**src/rtl/uart_rx_pkg.sv**
```systemverilog
package uart_rx_pkg;
  localparam int unsigned BIT_EN     = 7;
  localparam int unsigned BIT_NINE   = 6;
  localparam int unsigned BIT_SINGLE = 5;
  localparam int unsigned BIT_CONT   = 4;

  typedef enum logic [1:0] {
    ST_IDLE,
    ST_START,
    ST_DATA,
    ST_STOP
  } rx_state_e;
endpackage

```
**src/rtl/rx_frame_sampler.sv**
```systemverilog
module rx_frame_sampler
  import uart_rx_pkg::*;
#(
  parameter int unsigned DATA_W = 8,
  parameter int unsigned OSR    = 16
) (
  input  logic              clk_i,
  input  logic              rst_ni,
  input  logic              arm_i,
  input  logic              nine_i,
  input  logic              rx_i,
  input  logic              tick_i,
  output logic              done_o,
  output logic [DATA_W-1:0] data_o,
  output logic              ninth_o,
  output logic              ferr_o
);
  localparam int unsigned CNT_W = $clog2(OSR);
  localparam int unsigned IDX_W = $clog2(DATA_W + 1);
  localparam logic [CNT_W-1:0] HALF = CNT_W'(OSR / 2 - 1);
  localparam logic [CNT_W-1:0] LAST = CNT_W'(OSR - 1);

  rx_state_e        state_q;
  logic [CNT_W-1:0] cnt_q;
  logic [IDX_W-1:0] idx_q;
  logic [DATA_W:0]  sh_q;
  logic             nine_q, ferr_q, done_q;
  logic [1:0]       sync_q;
  logic             rx_s;
  logic [IDX_W-1:0] last_idx;

  assign rx_s     = sync_q[1];
  assign last_idx = nine_q ? IDX_W'(DATA_W) : IDX_W'(DATA_W - 1);

  always_ff @(posedge clk_i or negedge rst_ni) begin
    if (!rst_ni) sync_q <= 2'b11;
    else         sync_q <= {sync_q[0], rx_i};
  end

  always_ff @(posedge clk_i or negedge rst_ni) begin
    if (!rst_ni) begin
      state_q <= ST_IDLE;
      cnt_q   <= '0;
      idx_q   <= '0;
      sh_q    <= '0;
      nine_q  <= 1'b0;
      ferr_q  <= 1'b0;
      done_q  <= 1'b0;
    end else if (!arm_i) begin
      state_q <= ST_IDLE;
      cnt_q   <= '0;
      done_q  <= 1'b0;
    end else begin
      done_q <= 1'b0;
      if (tick_i) begin
        unique case (state_q)
          ST_IDLE: if (!rx_s) begin
            state_q <= ST_START;
            cnt_q   <= '0;
            nine_q  <= nine_i;
          end
          ST_START: if (cnt_q == HALF) begin
            cnt_q   <= '0;
            idx_q   <= '0;
            state_q <= rx_s ? ST_IDLE : ST_DATA;  // glitch rejection
          end else cnt_q <= cnt_q + 1'b1;
          ST_DATA: if (cnt_q == LAST) begin
            cnt_q <= '0;
            sh_q  <= {rx_s, sh_q[DATA_W:1]};
            idx_q <= idx_q + 1'b1;
            if (idx_q == last_idx) state_q <= ST_STOP;
          end else cnt_q <= cnt_q + 1'b1;
          ST_STOP: if (cnt_q == LAST) begin
            cnt_q   <= '0;
            ferr_q  <= !rx_s;
            done_q  <= 1'b1;
            state_q <= ST_IDLE;
          end else cnt_q <= cnt_q + 1'b1;
          default: state_q <= ST_IDLE;
        endcase
      end
    end
  end

  // 8-bit frames leave the byte one position higher in the shifter
  assign data_o  = nine_q ? sh_q[DATA_W-1:0] : sh_q[DATA_W:1];
  assign ninth_o = nine_q & sh_q[DATA_W];
  assign ferr_o  = ferr_q;
  assign done_o  = done_q;
endmodule

```
**src/rtl/rx_entry_fifo.sv**
```systemverilog
module rx_entry_fifo #(
  parameter int unsigned W     = 10,
  parameter int unsigned DEPTH = 2
) (
  input  logic         clk_i,
  input  logic         rst_ni,
  input  logic         push_i,
  input  logic         pop_i,
  input  logic [W-1:0] wdata_i,
  output logic [W-1:0] rdata_o,
  output logic         full_o,
  output logic         empty_o
);
  localparam int unsigned PTR_W = (DEPTH > 1) ? $clog2(DEPTH) : 1;
  localparam int unsigned CNT_W = $clog2(DEPTH + 1);

  logic [W-1:0]     mem_q [DEPTH];
  logic [PTR_W-1:0] wr_q, rd_q;
  logic [CNT_W-1:0] cnt_q;
  logic             push_ok, pop_ok;

  function automatic logic [PTR_W-1:0] nxt(input logic [PTR_W-1:0] p);
    return (p == PTR_W'(DEPTH - 1)) ? '0 : p + 1'b1;
  endfunction

  assign full_o  = (cnt_q == CNT_W'(DEPTH));
  assign empty_o = (cnt_q == '0);
  assign pop_ok  = pop_i & ~empty_o;
  assign push_ok = push_i & (~full_o | pop_ok);
  assign rdata_o = mem_q[rd_q];

  always_ff @(posedge clk_i) begin
    if (push_ok) mem_q[wr_q] <= wdata_i;
  end

  always_ff @(posedge clk_i or negedge rst_ni) begin
    if (!rst_ni) begin
      wr_q  <= '0;
      rd_q  <= '0;
      cnt_q <= '0;
    end else begin
      if (push_ok) wr_q <= nxt(wr_q);
      if (pop_ok)  rd_q <= nxt(rd_q);
      cnt_q <= cnt_q + CNT_W'(push_ok) - CNT_W'(pop_ok);
    end
  end
endmodule

```
**src/rtl/uart_rx_ctrl.sv**
```systemverilog
module uart_rx_ctrl
  import uart_rx_pkg::*;
#(
  parameter int unsigned DATA_W = 8,
  parameter int unsigned DEPTH  = 2,
  parameter int unsigned OSR    = 16
) (
  input  logic              clk_i,
  input  logic              rst_ni,
  input  logic              reg_we_i,
  input  logic [7:0]        reg_wdata_i,
  output logic [7:0]        reg_rdata_o,
  input  logic              one_shot_mode_i,
  input  logic              rx_i,
  input  logic              tick_i,
  input  logic              data_rd_i,
  output logic [DATA_W-1:0] data_o,
  output logic              data_valid_o
);
  localparam int unsigned ENT_W = DATA_W + 2;

  logic en_q, nine_q, single_q, cont_q, oerr_q;
  logic cont_off_wr, arm, done, done_eff;
  logic [DATA_W-1:0] rx_data;
  logic rx_ninth, rx_ferr;
  logic [ENT_W-1:0] head;
  logic full, empty, pop, overrun;
  logic unused_w;

  assign unused_w    = ^reg_wdata_i[3:0];
  assign cont_off_wr = reg_we_i & ~reg_wdata_i[BIT_CONT];
  // continuous wins; one-shot arms only in its mode; overrun inhibits
  assign arm = en_q & ~oerr_q & (cont_q | (one_shot_mode_i & single_q)) & ~cont_off_wr;

  rx_frame_sampler #(.DATA_W(DATA_W), .OSR(OSR)) u_sampler (
    .clk_i   (clk_i),
    .rst_ni  (rst_ni),
    .arm_i   (arm),
    .nine_i  (nine_q),
    .rx_i    (rx_i),
    .tick_i  (tick_i),
    .done_o  (done),
    .data_o  (rx_data),
    .ninth_o (rx_ninth),
    .ferr_o  (rx_ferr)
  );

  assign done_eff = done & arm;
  assign pop      = data_rd_i & ~empty;
  assign overrun  = done_eff & full & ~pop;

  rx_entry_fifo #(.W(ENT_W), .DEPTH(DEPTH)) u_fifo (
    .clk_i   (clk_i),
    .rst_ni  (rst_ni),
    .push_i  (done_eff),
    .pop_i   (data_rd_i),
    .wdata_i ({rx_ferr, rx_ninth, rx_data}),
    .rdata_o (head),
    .full_o  (full),
    .empty_o (empty)
  );

  always_ff @(posedge clk_i or negedge rst_ni) begin
    if (!rst_ni) begin
      en_q     <= 1'b0;
      nine_q   <= 1'b0;
      single_q <= 1'b0;
      cont_q   <= 1'b0;
      oerr_q   <= 1'b0;
    end else begin
      if (reg_we_i) begin
        en_q     <= reg_wdata_i[BIT_EN];
        nine_q   <= reg_wdata_i[BIT_NINE];
        single_q <= reg_wdata_i[BIT_SINGLE];
        cont_q   <= reg_wdata_i[BIT_CONT];
      end else if (done_eff & one_shot_mode_i & single_q & ~cont_q) begin
        single_q <= 1'b0;
      end
      if (cont_off_wr)  oerr_q <= 1'b0;
      else if (overrun) oerr_q <= 1'b1;
    end
  end

  assign data_valid_o = ~empty;
  assign data_o       = empty ? '0 : head[DATA_W-1:0];
  assign reg_rdata_o  = {en_q, nine_q, single_q, cont_q, 1'b0,
                         ~empty & head[DATA_W+1], oerr_q, ~empty & head[DATA_W]};
endmodule

```
**config.mk**
```make
export PLATFORM = sky130hd
export DESIGN_NAME = uart_rx_ctrl
export DESIGN_NICKNAME = d
export VERILOG_FILES = /design/src/rtl/uart_rx_pkg.sv /design/src/rtl/rx_frame_sampler.sv /design/src/rtl/rx_entry_fifo.sv /design/src/rtl/uart_rx_ctrl.sv
export SDC_FILE = /design/constraint.sdc
export NUM_CORES = 1
export LEC_CHECK = 0
export BUFFER_PORTS_ARGS = -buffer_cell sky130_fd_sc_hd__buf_2
export CAP_MARGIN = 20
export CORE_MARGIN = 2
export CORE_UTILIZATION = 62
export DETAILED_ROUTE_END_ITERATION = 6
export GPL_TIMING_DRIVEN = 0
export PLACE_DENSITY = 0.84
export SYNTH_ARGS = -nofsm -noshare
export SYNTH_HDL_FRONTEND = slang
export SYNTH_SLANG_ARGS = --single-unit
```
**constraint.sdc**
```tcl
create_clock -name clk_i -period 3.5 [get_ports clk_i]
set_input_delay 0.35 -clock clk_i [delete_from_list [all_inputs] [get_ports clk_i]]
set_output_delay 0.35 -clock clk_i [all_outputs]
set_load 0.03 [all_outputs]
```
==> results of run 1 <==
-- per-stage QoR --
step	instance area (µm²)	hold slack (ns)	power (µW)	std cells	worst slack, ns
2_1_floorplan	2654	0.05441	936.9	208	1.344
3_3_place_gp	2846	0.3461	1001	284	1.031
3_5_place_dp	2846	0.3491	1011	284	1.025
4_1_cts	2942	0.1030	1361	292	1.003
5_1_grt	2942	0.1121	1415	292	0.8764
6_report	2942	0.09679	1351	292	1.001
-- cell type report --
type | instances | area [µm²] | area share, %
clock buffers | 5 | 68.82 | 2.339
inverters | 9 | 33.78 | 1.148
flip-flops and latches | 53 | 1429 | 48.58
multi-input cells | 134 | 1109 | 37.69
repair buffers | 26 | 130.1 | 4.424
clock inverters | 3 | 26.28 | 0.8932
plain buffers | 12 | 82.58 | 2.807
well taps | 50 | 62.56 | 2.127
-- state kept, by name (all words and copies together) (netlist names), 2 cells and up --
register,cells
u_fifo.mem_q,20
u_sampler.idx_q,4
u_sampler.sh_q,9
u_sampler.state_q,2
u_sampler.cnt_q,4
u_sampler.sync_q,2
u_fifo.cnt_q,2
-- layout by cell type, fill, tap and decap left out, types with 2 or more instances in the layout --
cell and count:
o21ai_0 4, nor3b_1 3, and2_1 4, nand3_1 7
dfrtp_1 31, mux2_2 12, clkbuf_8 5, dfstp_2 2
buf_4 6, xor2_1 2, nand4_1 2, a211oi_1 3
nor2b_1 3, xnor2_1 2, nor2_1 16, buf_2 29
clkbuf_1 2, edfxtp_1 20, mux2_4 9, nand2b_1 3
inv_1 9, clkinvlp_4 2, nand2_1 10, a21oi_1 5
mux2i_1 13, ha_1 9
-- power by group through the flow --
stage          clock, µW  combinational (µW)  sequential (µW)
2_1_floorplan          0                 222              715
3_3_place_gp           0                 279              722
3_5_place_dp           0                 287              724
4_1_cts              361                 288              711
5_1_grt              386                 312              717
6_report             354                 286              711
-- layer usage --
layer	wire, µm	part of all wire, %	vias to the layer above
met1	2186	46	811
met5	0	0	-
met4	103	2.2	0
met2	2238	48	44
met3	175	3.7	8
li1	-	-	802
-- synthesized netlist by cell type (2+ instances only) --
cell	number	area, µm²
buf_2	3	15.01
and2_1	4	25.02
mux2i_1	13	130.1
dfrtp_1	31	775.7
inv_1	9	33.78
nor2b_1	3	18.77
nand3_1	7	35.03
clkbuf_1	2	7.510
xor2_1	2	17.52
a211oi_1	3	22.52
a21oi_1	5	25.02
nor3b_1	3	22.52
nand2_1	10	37.54
buf_4	6	45.04
xnor2_1	2	17.52
nand4_1	2	12.51
mux2_4	9	135.1
nor2_1	16	60.06
dfstp_2	2	52.55
nand2b_1	3	18.77
edfxtp_1	20	600.6
ha_1	9	112.6
mux2_2	12	135.1
o21ai_0	4	20.02
-- cells by family (layout without fill, tap and decap cells) --
kind of cell | Yosys count | count (layout) | share of synthesized area, %
AOI/OAI and AO/OA | 21 | 21 | 5.658
DFF | 53 | 53 | 53.84
other | 1 | 1 | 0.1413
adders and majority gates | 9 | 9 | 4.243
muxes | 34 | 34 | 15.09
and+or+nand+nor | 65 | 65 | 15.32
buffers and inverters | 21 | 55 | 4.384
xor gates and xnor gates | 4 | 4 | 1.320
-- worst max-delay path, cell delays in order, from the launching register on --
cell and delay [ns]:
dfrtp_1 0.41, nand2b_1 0.25, or3_4 0.45, nor3b_4 0.24, nor2b_1 0.77
-- how the worst max path moves through the flow --
| stage | startpoint | end | slack, ns |
|---|---|---|---|
| after CTS | oerr_q$_DFFE_PN0P_ | u_fifo.mem_q[0][5]$_DFFE_PP_ | 1.00 |
| after global placement | reg_we_i | u_fifo.mem_q[0][0]$_DFFE_PP_ | 1.03 |
| final | oerr_q$_DFFE_PN0P_ | u_fifo.mem_q[0][5]$_DFFE_PP_ | 1.00 |
| after detailed placement | reg_we_i | u_fifo.mem_q[0][3]$_DFFE_PP_ | 1.03 |
| after floorplan | oerr_q$_DFFE_PN0P_ | u_fifo.mem_q[0][0]$_DFFE_PP_ | 1.34 |
| after global routing | oerr_q$_DFFE_PN0P_ | u_fifo.mem_q[0][9]$_DFFE_PP_ | 0.88 |
==> flow_metrics.env, run 1 <==
export IMPL_status="complete, no violations"
export IMPL_async_flop_share_pct=62.26
export IMPL_drt_initial_drc_count=109
export IMPL_hold_violations=0
export IMPL_grt_remaining_overflow=0
export IMPL_tns_ns=0
export IMPL_hold_path_class="in2async"
export IMPL_crit_type="reg2reg"
export IMPL_arrival_ns=2.44
export IMPL_initial_core_util_pct=65.40
export IMPL_p_leak_uw=0.001328
export IMPL_rows=23
export IMPL_syn_area_mm2=0.002654
export IMPL_root_buffer="clkbuf_8"
export IMPL_numClockSinks=53
export IMPL_synth_seq_area_share_pct=53.84
export IMPL_dieArea_mm2=0.004820
export IMPL_antenna_found_initial=0
export IMPL_critPathLaunchType="flip-flop"
export IMPL_use_met1_pct=30.34
export IMPL_r2r_start="oerr_q$_DFFE_PN0P_"
export IMPL_synth_seq_cells=53
export IMPL_fin_skew_ns=0.004590
export IMPL_area_growth_syn_to_layout_pct=10.84
export IMPL_min_period_over_period_pct=71.41
export IMPL_comb_power_share_pct=21.2
export IMPL_cts_tree="yes"
export IMPL_busiest_layer="met2"
export IMPL_post_cts_setup_buffer_count=0
export IMPL_synth_flop_cell="dfrtp_1"
export IMPL_die_y_um=69.43
export IMPL_grt_util_met3_pct=5.378
export IMPL_grt_usage_pct=22.24
export IMPL_synth_edf_count=20
export IMPL_die_x_um=69.43
export IMPL_r2r_end="u_fifo.mem_q[0][5]$_DFFE_PP_"
export IMPL_wl_per_cell_um=16.11
export IMPL_path_max_fanout=10
export IMPL_cp_data_required_time_ns=3.44
export IMPL_sw_frac_of_total_pct=30.68
export IMPL_tightest_slew_ns=0.9235
export IMPL_rsz0062_at_grt="no"
export IMPL_seqPwrFrac_pct=52.6
export IMPL_n_antenna_cell=0
export IMPL_p_sw_uw=414.5
export IMPL_maxSlewViolCount=0
export IMPL_p_int_uw=936.5
export IMPL_route_detailed_drc=0
export IMPL_worst_ir_drop_vdd_mv=0.3579
export IMPL_syn_avg_cell_area_um2=12.76
export IMPL_cts_buffers=5
export IMPL_max_freq_mhz=400.1
export IMPL_nets=265
export IMPL_clk_pin_slew_ns=0.10
export IMPL_period_minus_slack_ns=2.499
export IMPL_cp_end_kind="flip-flop"
export IMPL_syn_inst=208
export IMPL_port_buffers=26
export IMPL_vias=1665
export IMPL_final_util_pct=72.49
export IMPL_grt_pass1_wl_mm=8.273
export IMPL_gp_congestion=0.7898
export IMPL_viasPerCell=5.702
export IMPL_grt_max_degree=34
export IMPL_rrSetupSlack_ns=1.00
export IMPL_ios=32
export IMPL_fp_coreArea_mm2=0.004058
export IMPL_ant_nets=0
export IMPL_insertion_delay_ns=0.31
export IMPL_wl_mm=4.703
export IMPL_cts_resized=0
export IMPL_dp_hpwl_mm=3.399
export IMPL_ctsHoldBuffers=0
export IMPL_fill_cells=293
export IMPL_use_met2_pct=34.29
export IMPL_setup_viol_count_final=0
export IMPL_max_cap_viol_count=0
export IMPL_dr_pass1_iters=4
export IMPL_syn_nets=232
export IMPL_ys_warn_count=0
export IMPL_reg2regPathDepth=4
export IMPL_cts_max_path_buffers=2
export IMPL_clockPowerShare_pct=26.2
export IMPL_cts_max_level=2
export IMPL_power_density_mw_per_mm2=459.3
export IMPL_synthDistinctLibCells=52
export IMPL_drive_above_1_share_pct=31.82
export IMPL_first_global_vias=1707
export IMPL_max_slew_margin_rel_pct=38.31
Power figures use the tool's default switching activity.
==> run 2, diff against run 1 <==
--- a/config.mk
+++ b/config.mk
@@ -5,13 +5,14 @@
 export SDC_FILE = /design/constraint.sdc
 export NUM_CORES = 1
 export LEC_CHECK = 0
+export ABC_AREA = 1
 export BUFFER_PORTS_ARGS = -buffer_cell sky130_fd_sc_hd__buf_2
 export CAP_MARGIN = 20
 export CORE_MARGIN = 2
-export CORE_UTILIZATION = 62
+export CORE_UTILIZATION = 57
 export DETAILED_ROUTE_END_ITERATION = 6
 export GPL_TIMING_DRIVEN = 0
-export PLACE_DENSITY = 0.84
+export PLACE_DENSITY = 0.78
 export SYNTH_ARGS = -nofsm -noshare
 export SYNTH_HDL_FRONTEND = slang
 export SYNTH_SLANG_ARGS = --single-unit
==> constraint.sdc (replaced) <==
create_clock -name clk_i -period 2.6 [get_ports clk_i]
set_input_delay 0.26 -clock clk_i [delete_from_list [all_inputs] [get_ports clk_i]]
set_output_delay 0.26 -clock clk_i [all_outputs]
set_load 0.03 [all_outputs]
==> run 2 against run 1 <==
Clock skew hardly changed. Global-route usage shrank 3.5 points. Combinational power rose by 16%. Clock power increased by 25%. Worst hold slack lost 0.087 ns. First-iteration DRC count decreased by 32%. Critical path type unchanged.
==> flow_metrics.env, run 2 <==
export IMPL_path_max_fanout=10
export IMPL_crit_type="reg2reg"
export IMPL_hold_violations=0
export IMPL_synth_seq_cells=53
export IMPL_synth_flop_cell="dfrtp_1"
export IMPL_ctsHoldBuffers=0
export IMPL_rrSetupSlack_ns=0.48
export IMPL_r2r_start="oerr_q$_DFFE_PN0P_"
export IMPL_grt_max_degree=34
export IMPL_syn_avg_cell_area_um2=9.069
export IMPL_r2r_end="u_fifo.mem_q[0][9]$_DFFE_PP_"
export IMPL_numClockSinks=53
export IMPL_async_flop_share_pct=62.26
export IMPL_status="complete, no violations"
export IMPL_critPathLaunchType="flip-flop"
export IMPL_first_global_vias=1828
export IMPL_ys_warn_count=0
export IMPL_maxSlewViolCount=0
export IMPL_synth_top_area_share_pct=29.50
export IMPL_area_growth_syn_to_layout_pct=10.70
export IMPL_fin_skew_ns=0.004920
export IMPL_grt_pass1_wl_mm=7.603
export IMPL_die_x_um=71.93
export IMPL_cts_buffers=5
export IMPL_ys_top_cells_by_count="nand2_1, inv_1, dfrtp_1"
export IMPL_wl_per_cell_um=11.27
export IMPL_syn_area_mm2=0.002630
export IMPL_ios=32
export IMPL_dp_hpwl_mm=3.058
export IMPL_cts_tree="yes"
export IMPL_grt_remaining_overflow=0
export IMPL_synth_edf_count=20
export IMPL_vias=1899
export IMPL_clk_pin_slew_ns=0.09
export IMPL_antenna_found_initial=0
export IMPL_tightest_slew_ns=0.8362
export IMPL_min_period_over_period_pct=81.64
export IMPL_power_density_mw_per_mm2=585.4
export IMPL_route_detailed_drc=0
export IMPL_nets=347
export IMPL_synth_seq_area_share_pct=54.33
export IMPL_setup_ws_ns=0.4773
export IMPL_rsz0062_at_grt="no"
export IMPL_port_buffers=26
export IMPL_die_y_um=71.93
export IMPL_syn_nets=314
export IMPL_synth_area_leaders="dfrtp_1, edfxtp_1, nand2_1"
export IMPL_reg2regPathDepth=5
export IMPL_syn_inst=290
export IMPL_period_minus_slack_ns=2.123
export IMPL_synthMostInstantiatedCell="nand2_1"
export IMPL_cp_end_kind="flip-flop"
export IMPL_cts_max_path_buffers=2
export IMPL_viasPerCell=5.051
export IMPL_n_antenna_cell=0
export IMPL_cts_resized=0
export IMPL_max_cap_viol_count=0
export IMPL_synth_top_area_cell="dfrtp_1"
export IMPL_drive_above_1_share_pct=20.06
export IMPL_fp_coreArea_mm2=0.004414
export IMPL_ant_nets=0
export IMPL_root_buffer="clkbuf_8"
export IMPL_drt_initial_drc_count=74
export IMPL_gp_congestion=0.8708
export IMPL_final_cell_mix="nand2_1, inv_1, dfrtp_1"
export IMPL_cts_max_level=2
export IMPL_post_cts_setup_buffer_count=0
export IMPL_rows=24
export IMPL_p_leak_uw=0.001420
export IMPL_insertion_delay_ns=0.30
export IMPL_mostFrequentLayoutCell="nand2_1"
export IMPL_tns_ns=0
export IMPL_max_freq_mhz=471.1
export IMPL_wl_mm=4.236
export IMPL_worst_ir_drop_vdd_mv=0.3015
export IMPL_place_ws_ns=0.4531
export IMPL_hold_path_class="in2async"
export IMPL_regMostFlops="u_fifo.mem_q"
export IMPL_grt_usage_pct=18.74
export IMPL_setup_viol_count_final=0
export IMPL_dr_pass1_iters=4
export IMPL_max_slew_margin_rel_pct=44.05
export IMPL_reg_top3="u_fifo.mem_q (20), u_sampler.sh_q (9)"
export IMPL_largest_register_ffs=20
export IMPL_initial_core_util_pct=59.58
export IMPL_synthDistinctLibCells=30
export IMPL_dieArea_mm2=0.005173
export IMPL_cp_data_required_time_ns=2.53
export IMPL_arrival_ns=2.06
[run 2: how the worst max path moves through the flow]
stage	start	to	slack (ns)
global placement	oerr_q$_DFFE_PN0P_	u_fifo.mem_q[0][0]$_DFFE_PP_	0.50
global route	cont_q$_DFFE_PN0P_	u_fifo.mem_q[0][4]$_DFFE_PP_	0.27
finish	oerr_q$_DFFE_PN0P_	u_fifo.mem_q[0][9]$_DFFE_PP_	0.48
floorplan	oerr_q$_DFFE_PN0P_	u_fifo.mem_q[1][0]$_DFFE_PP_	0.82
CTS	oerr_q$_DFFE_PN0P_	u_fifo.mem_q[0][4]$_DFFE_PP_	0.44
detailed placement	oerr_q$_DFFE_PN0P_	u_fifo.mem_q[0][0]$_DFFE_PP_	0.45
[run 2: logic make-up after synthesis]
logic type / synth area share, %
AOI/OAI and AO/OA: 9.420
xor gates and xnor gates: 1.665
adders and majority gates: 4.282
buffers and inverters: 8.610
DFF: 54.33
other: 0.1426
and+or+nand+nor: 21.55
[run 2: area by class of cell]
| type | count | area, µm² |
|---|---|---|
| buffer | 11 | 72.57 |
| clock buffer | 5 | 68.82 |
| clock inverter | 3 | 17.52 |
| fill | 358 | 1503 |
| inverter | 41 | 153.9 |
| multi-input combinational | 185 | 974.7 |
| sequential | 53 | 1429 |
| tap | 52 | 65.06 |
| timing repair buffer | 26 | 130.1 |
[run 2: worst max-delay path, stage by stage (launching register included)]
cell and delay, ns:
dfrtp_1 0.42, nor2_2 0.16, nand3_4 0.15, nor2_1 0.21, nand2_1 0.15, nor2_1 0.67
[run 2: where the power goes]
group          internal (µW)  switching (µW)  leakage [µW]
Clock                    185             256     0.0000401
Combinational            101             232      0.000715
Sequential               903            26.5      0.000665
Total                   1190             515       0.00142
[run 2: routing by layer]
| metal | global-route usage [%] | vias to the layer above | share of wire, % |
|---|---|---|---|
| met3 | 4.444 | 6 | 3.8 |
| met2 | 32.82 | 37 | 51 |
| met4 | 6.080 | 0 | 1.3 |
| met1 | 22.99 | 872 | 44 |
| li1 | - | 984 | - |
| met5 | 0 | - | 0 |
[run 2: metrics by stage]
step                power [µW]  area [µm²]  instances  utilization (%)  hold slack [ns]
floorplan                 1192        2630        290                -         -0.03559
global placement          1283        2825        368            64.00           0.3456
detailed placement        1290        2825        368            64.00           0.3473
CTS                       1731        2912        376            65.96          0.03162
global route              1812        2912        376            65.96          0.02738
finish                    1704        2912        376            65.96         0.009576
